## src/rtl/swk_pkg.sv

```systemverilog
`timescale 1ns/1ps
package swk_pkg;
  typedef enum logic [1:0] {
    ST_RUN      = 2'd0,
    ST_ENTERING = 2'd1,
    ST_STOPPED  = 2'd2,
    ST_WAKING   = 2'd3
  } swkState_t;

  typedef struct packed {
    logic latchMode;
    logic clearMode;
    logic setWake;
    logic clearWake;
  } swkStrobe_t;
endpackage

```

## src/rtl/swk_level_arb.sv

```systemverilog
`timescale 1ns/1ps
module swk_level_arb #(
  parameter int LVL_W   = 3,
  parameter int NUM_SRC = 2,
  localparam int SRC_W  = (NUM_SRC > 1) ? $clog2(NUM_SRC) : 1
) (
  input  logic [NUM_SRC-1:0][LVL_W-1:0] lvlIn,
  output logic [SRC_W-1:0]              winIdx,
  output logic [LVL_W-1:0]              winLvl
);
  // Lower index keeps the win unless a later source is strictly higher.
  always_comb begin
    winIdx = '0;
    winLvl = lvlIn[0];
    for (int i = 1; i < NUM_SRC; i++) begin
      if (lvlIn[i] > winLvl) begin
        winLvl = lvlIn[i];
        winIdx = SRC_W'(i);
      end
    end
  end
endmodule

```

## src/rtl/swk_datapath.sv

```systemverilog
`timescale 1ns/1ps
module swk_datapath
  import swk_pkg::*;
#(
  parameter int LVL_W      = 3,
  parameter int REG_W      = 8,
  parameter int MODE_W     = 2,
  parameter int ENABLE_BIT = 7,
  localparam int MAX_LVL   = (1 << LVL_W) - 1
) (
  input  logic              clk,
  input  logic              rstN,
  input  logic              regWrEn,
  input  logic              regSel,
  input  logic [REG_W-1:0]  regWrData,
  output logic [REG_W-1:0]  regRdData,
  input  logic [LVL_W-1:0]  ctl0Level,
  input  logic [LVL_W-1:0]  ctl1Level,
  input  swkStrobe_t        strobe,
  output logic              wakeEn,
  output logic              wakeHit,
  output logic              wakeReq,
  output logic [MODE_W-1:0] lpMode,
  output logic              winSrc,
  output logic [LVL_W-1:0]  winLevel
);
  logic [REG_W-1:0]  wakeCtlQ;
  logic [REG_W-1:0]  lpCtlQ;
  logic [LVL_W-1:0]  threshold;
  logic [1:0][LVL_W-1:0] levelVec;

  always_ff @(posedge clk or negedge rstN) begin
    if (!rstN) begin
      wakeCtlQ <= '0;
      lpCtlQ   <= '0;
    end else if (regWrEn) begin
      if (regSel) lpCtlQ   <= regWrData;
      else        wakeCtlQ <= regWrData;
    end
  end

  assign regRdData = regSel ? lpCtlQ : wakeCtlQ;
  assign wakeEn    = wakeCtlQ[ENABLE_BIT];
  assign threshold = wakeCtlQ[LVL_W-1:0];

  assign levelVec[0] = ctl0Level;
  assign levelVec[1] = ctl1Level;

  swk_level_arb #(.LVL_W(LVL_W), .NUM_SRC(2)) u_arb (
    .lvlIn  (levelVec),
    .winIdx (winSrc),
    .winLvl (winLevel)
  );

  // Combinational qualification path, usable while the core clock is gated.
  assign wakeHit = (winLevel == LVL_W'(MAX_LVL)) || (winLevel > threshold);

  always_ff @(posedge clk or negedge rstN) begin
    if (!rstN) begin
      wakeReq <= 1'b0;
      lpMode  <= '0;
    end else begin
      if (strobe.setWake)        wakeReq <= 1'b1;
      else if (strobe.clearWake) wakeReq <= 1'b0;
      if (strobe.latchMode)      lpMode  <= lpCtlQ[MODE_W-1:0];
      else if (strobe.clearMode) lpMode  <= '0;
    end
  end
endmodule

```

## src/rtl/swk_control.sv

```systemverilog
`timescale 1ns/1ps
module swk_control
  import swk_pkg::*;
(
  input  logic       clk,
  input  logic       rstN,
  input  logic       stopStrobe,
  input  logic       wakeEn,
  input  logic       wakeHit,
  input  logic       coreClkOn,
  output swkStrobe_t strobe,
  output logic       coreClkEn
);
  swkState_t stateQ, stateD;
  logic      clkEnQ;

  always_comb begin
    stateD = stateQ;
    strobe = '0;
    unique case (stateQ)
      ST_RUN: begin
        if (stopStrobe && wakeEn) begin
          stateD           = ST_ENTERING;
          strobe.latchMode = 1'b1;
        end
      end
      ST_ENTERING: stateD = ST_STOPPED;
      ST_STOPPED: begin
        if (wakeHit) begin
          stateD         = ST_WAKING;
          strobe.setWake = 1'b1;
        end
      end
      ST_WAKING: begin
        if (clkEnQ && coreClkOn) begin
          stateD           = ST_RUN;
          strobe.clearWake = 1'b1;
          strobe.clearMode = 1'b1;
        end
      end
      default: stateD = ST_RUN;
    endcase
  end

  always_ff @(posedge clk or negedge rstN) begin
    if (!rstN) begin
      stateQ <= ST_RUN;
      clkEnQ <= 1'b1;
    end else begin
      stateQ <= stateD;
      if (stateQ == ST_RUN && stateD == ST_ENTERING) clkEnQ <= 1'b0;
      else if (stateQ == ST_WAKING && !clkEnQ)        clkEnQ <= 1'b1;
    end
  end

  assign coreClkEn = clkEnQ;
endmodule

```

## src/rtl/stop_wake_ctrl.sv

```systemverilog
`timescale 1ns/1ps
module stop_wake_ctrl
  import swk_pkg::*;
#(
  parameter int LVL_W      = 3,
  parameter int REG_W      = 8,
  parameter int MODE_W     = 2,
  parameter int ENABLE_BIT = 7
) (
  input  logic              clk,
  input  logic              rstN,
  input  logic              regWrEn,
  input  logic              regSel,
  input  logic [REG_W-1:0]  regWrData,
  output logic [REG_W-1:0]  regRdData,
  input  logic              stopStrobe,
  input  logic [LVL_W-1:0]  ctl0Level,
  input  logic [LVL_W-1:0]  ctl1Level,
  input  logic              coreClkOn,
  output logic              coreClkEn,
  output logic              wakeReq,
  output logic [MODE_W-1:0] lpMode,
  output logic              winSrc,
  output logic [LVL_W-1:0]  winLevel
);
  swkStrobe_t strobe;
  logic       wakeEn;
  logic       wakeHit;

  swk_datapath #(
    .LVL_W(LVL_W), .REG_W(REG_W), .MODE_W(MODE_W), .ENABLE_BIT(ENABLE_BIT)
  ) u_dp (
    .clk       (clk),
    .rstN      (rstN),
    .regWrEn   (regWrEn),
    .regSel    (regSel),
    .regWrData (regWrData),
    .regRdData (regRdData),
    .ctl0Level (ctl0Level),
    .ctl1Level (ctl1Level),
    .strobe    (strobe),
    .wakeEn    (wakeEn),
    .wakeHit   (wakeHit),
    .wakeReq   (wakeReq),
    .lpMode    (lpMode),
    .winSrc    (winSrc),
    .winLevel  (winLevel)
  );

  swk_control u_ctl (
    .clk        (clk),
    .rstN       (rstN),
    .stopStrobe (stopStrobe),
    .wakeEn     (wakeEn),
    .wakeHit    (wakeHit),
    .coreClkOn  (coreClkOn),
    .strobe     (strobe),
    .coreClkEn  (coreClkEn)
  );
endmodule

```

## config.mk

```make
export PLATFORM = sky130hd
export DESIGN_NAME = stop_wake_ctrl
export DESIGN_NICKNAME = d
export VERILOG_FILES = /design/src/rtl/swk_pkg.sv /design/src/rtl/swk_level_arb.sv /design/src/rtl/swk_datapath.sv /design/src/rtl/swk_control.sv /design/src/rtl/stop_wake_ctrl.sv
export SDC_FILE = /design/constraint.sdc
export NUM_CORES = 1
export LEC_CHECK = 0
export BUFFER_PORTS_ARGS = -buffer_cell sky130_fd_sc_hd__buf_2
export CORE_AREA = 3 3 78 80
export DETAILED_ROUTE_END_ITERATION = 12
export DIE_AREA = 0 0 81 83
export SETUP_SLACK_MARGIN = 0.1
export SYNTH_ARGS = -nofsm -noshare
export SYNTH_HDL_FRONTEND = slang
export SYNTH_HIERARCHICAL = 1
export SYNTH_SLANG_ARGS = --single-unit
```

## constraint.sdc

```tcl
create_clock -name clk -period 1.8 [get_ports clk]
set_clock_uncertainty 0.1 [all_clocks]
set_input_delay 0.27 -clock clk [delete_from_list [all_inputs] [get_ports clk]]
set_output_delay 0.27 -clock clk [all_outputs]
set_load 0.05 [all_outputs]
```

Word level (Yosys, flattened, before mapping) --
Index checks and enable logic that the tools add are counted.
Word-level totals: register bits after elaboration 22, input bits 20, output and inout bits 16, logic and storage cells 45
Operators by class: $lt $le $gt $ge 2, eq/ne operators 5, multiplexer cells 19, bitwise gates (word level) 1, reduce and logical (&&, ||, !) cells 12
Operators by type and width (count):
- two-way mux 1 bit | 11
- two-way mux 2 bit | 5
- two-way mux 8 bit | 1
- one-hot mux 2 bit (4 select lines) | 1
- greater-than comparator 3 bit | 2
- nonzero test 2 bit | 3
- == test 2 x 1 -> 1 bit, second input constant | 2
- == test 2 bit, second input constant | 2
- logical AND 1 bit | 4
- AND reduction 2 bit | 2
- == test 3 bit, second input constant | 1
- two-way mux 3 bit | 1
- logical NOT 2 bit | 1
- logical NOT 1 bit | 1
- logical OR 1 bit | 1
- inverter 1 bit | 1

Logic depth before layout (Yosys ltp) --
word-level depth 9, gate-level depth with buffers 13, mapped depth without buffers 12

Modules after synthesis --
The synthesis kept the hierarchy.
Modules (own cells, without submodules):
- swk_datapath | times used 1, cells an instance 68, area each 904.6 sq um, seq. area each 475.5 sq um
- swk_level_arb | times used 1, cells an instance 30, area each 240.2 sq um, seq. area each 0.0 sq um
- swk_control | times used 1, cells an instance 14, area each 152.6 sq um, seq. area each 76.3 sq um

Worst setup path before layout --
Ideal clock, no wire load.
path kind input to register, from input port ctl0Level[1], to register u_dp.wakeReq, setup time 0.118 ns, data arrival time 2.555 ns, data required time 1.582 ns, path slack -0.974 ns, stages on the path 10, path buffers 0, path through inv_1 -> ha_1 -> nor2b_4 -> o211a_4 -> o211ai_2 -> ha_1 -> a211oi_1 -> o21ai_0 -> and3b_2 -> a21o_1
RTL lines:
- start: declaration | RTL line stop_wake_ctrl.sv:17 | input logic [LVL_W-1:0] ctl0Level,
- end signal: assignment | RTL line swk_datapath.sv:60 | wakeReq <= 1'b0;
- end signal: assignment | RTL line swk_datapath.sv:63 | if (strobe.setWake) wakeReq <= 1'b1;
- end signal: assignment | RTL line swk_datapath.sv:64 | else if (strobe.clearWake) wakeReq <= 1'b0;
- end: declaration | RTL line swk_datapath.sv:22 | output logic wakeReq,

==> results.toml <==
[timing]
post-route-period-util_pct = 116.8
fin_crit_ns = 2.102
finalHoldViolations = 0
holdWs_ns = 0.1373
setup_viol = 5
max_freq_ghz = 0.4757
drv_slew = 0
worst_slew_pin_slew_ns = 0.4847
maxSlewHeadroom_pct = 67.69
rsz0062_at_grt = "true"
fin_ws_ns = -0.3023

[clock_tree]
cts_tree = "yes"
insertion_delay_ns = 0.26
cts.sinks = 22
cts_buffers = 3
root_buffer = "clkbuf_8"
path_clk_slew_ns = 0.07
h-tree-depth = 1
clk_path_buf_depth = 2

[detailed_routing]
vias = 1059
drt_iter0_drc = 28
ant_nets = 0
totalWireLength_um = 3012
drc = 0
wire_per_inst_um = 12.71
first_pass_iters = 4
viasPerCell = 4.468

[placement]
io_buffers = 35
routabilityCongestion = 0.8146
post-dp-hpwl_um = 2280

[outcome]
outcome = "finished, violations left"
violations = "negative setup slack"

[floorplan]
rows = 27
core-area_sq_um = 5473
die-area_sq_um = 6723
fp.dieW_um = 81
ios = 36
die_h_um = 83
initial_core_util_pct = 23.71

[synth]
synth_cell_types = 32
yosysMostFrequentCell = "dfrtp_1"
ys.flop_type = "dfrtp_1"
synth-seq-cells = 22
synth.area.top_cells = "dfrtp_1, mux2_2, mux2_4"
syn_area_per_cell_sq_um = 11.58
synthArstFlopShare_pct = 100.0
yosys_warnings = 6
yosysTopAreaCellShare_pct = 40.50
syn_nets = 138
postSynthCellCount = 112
synth_edf_count = 0
ys_seq_area_share_pct = 42.53
synth_top_area_cell = "dfrtp_1"
synth.cell_area_sq_um = 1297
synthTopCellsByCount = "dfrtp_1, mux2_2, inv_1"

[power]
leakagePower_nw = 0.8367
pwr-share-comb_pct = 49.6
p_per_area_nw_per_um2 = 1057
seq_power_share_pct = 35.2
clkPwrFrac_pct = 15.1
power_switching_mw = 0.8269
switching_share_pct = 41.01
max-vdd-ir-drop_mv = 0.6251
power.total_mw = 2.016
p_int_mw = 1.189

[setup_path]
critPathLaunchType = "input pin"
worstPathRequired_ns = 1.85
startpoint = "ctl1Level[1]"
arrival_ns = 2.15
reg2reg_depth = 6
critPathMaxFanout = 5
criticalPathCategory = "input pin to flip-flop"
end_kind = "flip-flop"
reg2reg_from = "u_dp/wakeCtlQ[1]"
r2r_slack_ns = 0.22

[cells_and_area]
fin_util_pct = 34.87
area_growth_pct = 47.06
nNetsFinal = 192
final_layout_size_suffix_gt1_share_pct = 62.42
antenna_cells = 0

[global_routing]
grt_pass1_wl_um = 4905
antenna_found_initial = 0
grt_use_met1_pct = 11.46
gr-usage-all-layers_pct = 8.815
gr-max-usage-layer = "met2"
grtUsageMet2_pct = 14.34
met3_usage_pct = 3.905
grt_pass1_vias = 1097
grt_max_degree = 23
overflow = 0

[hold_path]
whs_path_depth = 3
min_from = "regWrData[2]"
hp-class = "input pin to flip-flop"

[flow_run]
cap_violations = 0
critical path, cell delays in order:
cell and delay [ns]:
buf_8 0.10, ha_4 0.24, nor2b_4 0.14, o211a_4 0.28, o211ai_4 0.22, ha_4 0.24, a211oi_2 0.18, o21ai_1 0.11
and3b_2 0.21, a21o_1 0.15
registers in the layout, indices dropped and copies added (netlist names):
signal           count
u_ctl/stateQ         2
u_ctl/coreClkEn      1
u_dp/lpCtlQ          8
u_dp/lpMode          2
u_dp/wakeReq         1
u_dp/wakeCtlQ        8
cells by family (layout without fill, tap and decap cells):
| logic type | Yosys count | after routing | share of synthesized area (%) |
|---|---|---|---|
| adders and majority gates | 6 | 6 | 5.786 |
| AOI/OAI and AO/OA | 25 | 25 | 14.95 |
| DFF | 22 | 22 | 42.53 |
| and+or+nand+nor | 26 | 26 | 12.63 |
| buffers and inverters | 13 | 66 | 5.014 |
| muxes | 20 | 20 | 19.09 |
power by group through the flow:
stage	Sequential, mW	Clock [mW]	Combinational [mW]
after global routing	0.729	0.341	1.07
after CTS	0.711	0.326	0.996
after detailed placement	0.714	0	0.928
after global placement	0.714	0	0.912
after floorplan	0.854	0	0.550
final	0.710	0.305	1.00
what timing repair did:
item	CTS	global route
pin swaps	3	7
endpoints found under the setup margin	6	6
endpoints found under the hold margin	21	0
gates resized for setup	20	4
hold buffers	1	0
buffers inserted	2	1
layout make-up:
type | count | area [sq um]
Fill cell | 565 | 3565
Multi-Input combinational cell | 77 | 808.3
Sequential cell | 22 | 551.8
Timing Repair Buffer | 53 | 376.6
Tap cell | 72 | 90.09
Clock buffer | 4 | 45.04
Inverter | 9 | 36.28
cell usage in the layout, fill, tap and decap left out, types with 4 or more instances in the layout:
master   netlist  layout
buf_2          1      29
buf_4          2      15
buf_8          0       5
dfrtp_1       21      21
ha_4           0       6
inv_1          9       6
mux2_2        14      14
mux2_4         6       6
nand2_1        5       5
nand4_1        4       4
nor2_1         4       4
o21ai_1        0       4
path summary, 6_finish.rpt:
kind                                    end
hold / removal             u_dp/wakeCtlQ[2]
setup reg to reg               u_dp/wakeReq
max in group asynchronous   u_ctl/coreClkEn
min in group asynchronous    u_dp/lpCtlQ[2]
hold reg to reg                u_dp/wakeReq
setup / recovery               u_dp/wakeReq
metal layers:
layer | wire, um | part of all wire [%] | up-vias
met3 | 279 | 9.3 | 0
met5 | 0 | 0 | -
met4 | 0 | 0 | 0
met1 | 1303 | 43 | 502
li1 | - | - | 519
met2 | 1429 | 47 | 38
stage by stage:
step / instances / setup slack, ns / TNS, ns / cell area (sq um)
4_1_cts: 236 / -0.2402 / -0.6377 / 1878
3_5_place_dp: 229 / -0.5594 / -1.749 / 1744
3_3_place_gp: 229 / -0.5038 / -1.576 / 1744
5_1_grt: 237 / -0.3418 / -1.160 / 1908
6_report: 237 / -0.3023 / -0.9517 / 1908
2_1_floorplan: 112 / -0.6136 / -1.095 / 1411
Note: power is estimated with default switching activity, not from simulation.
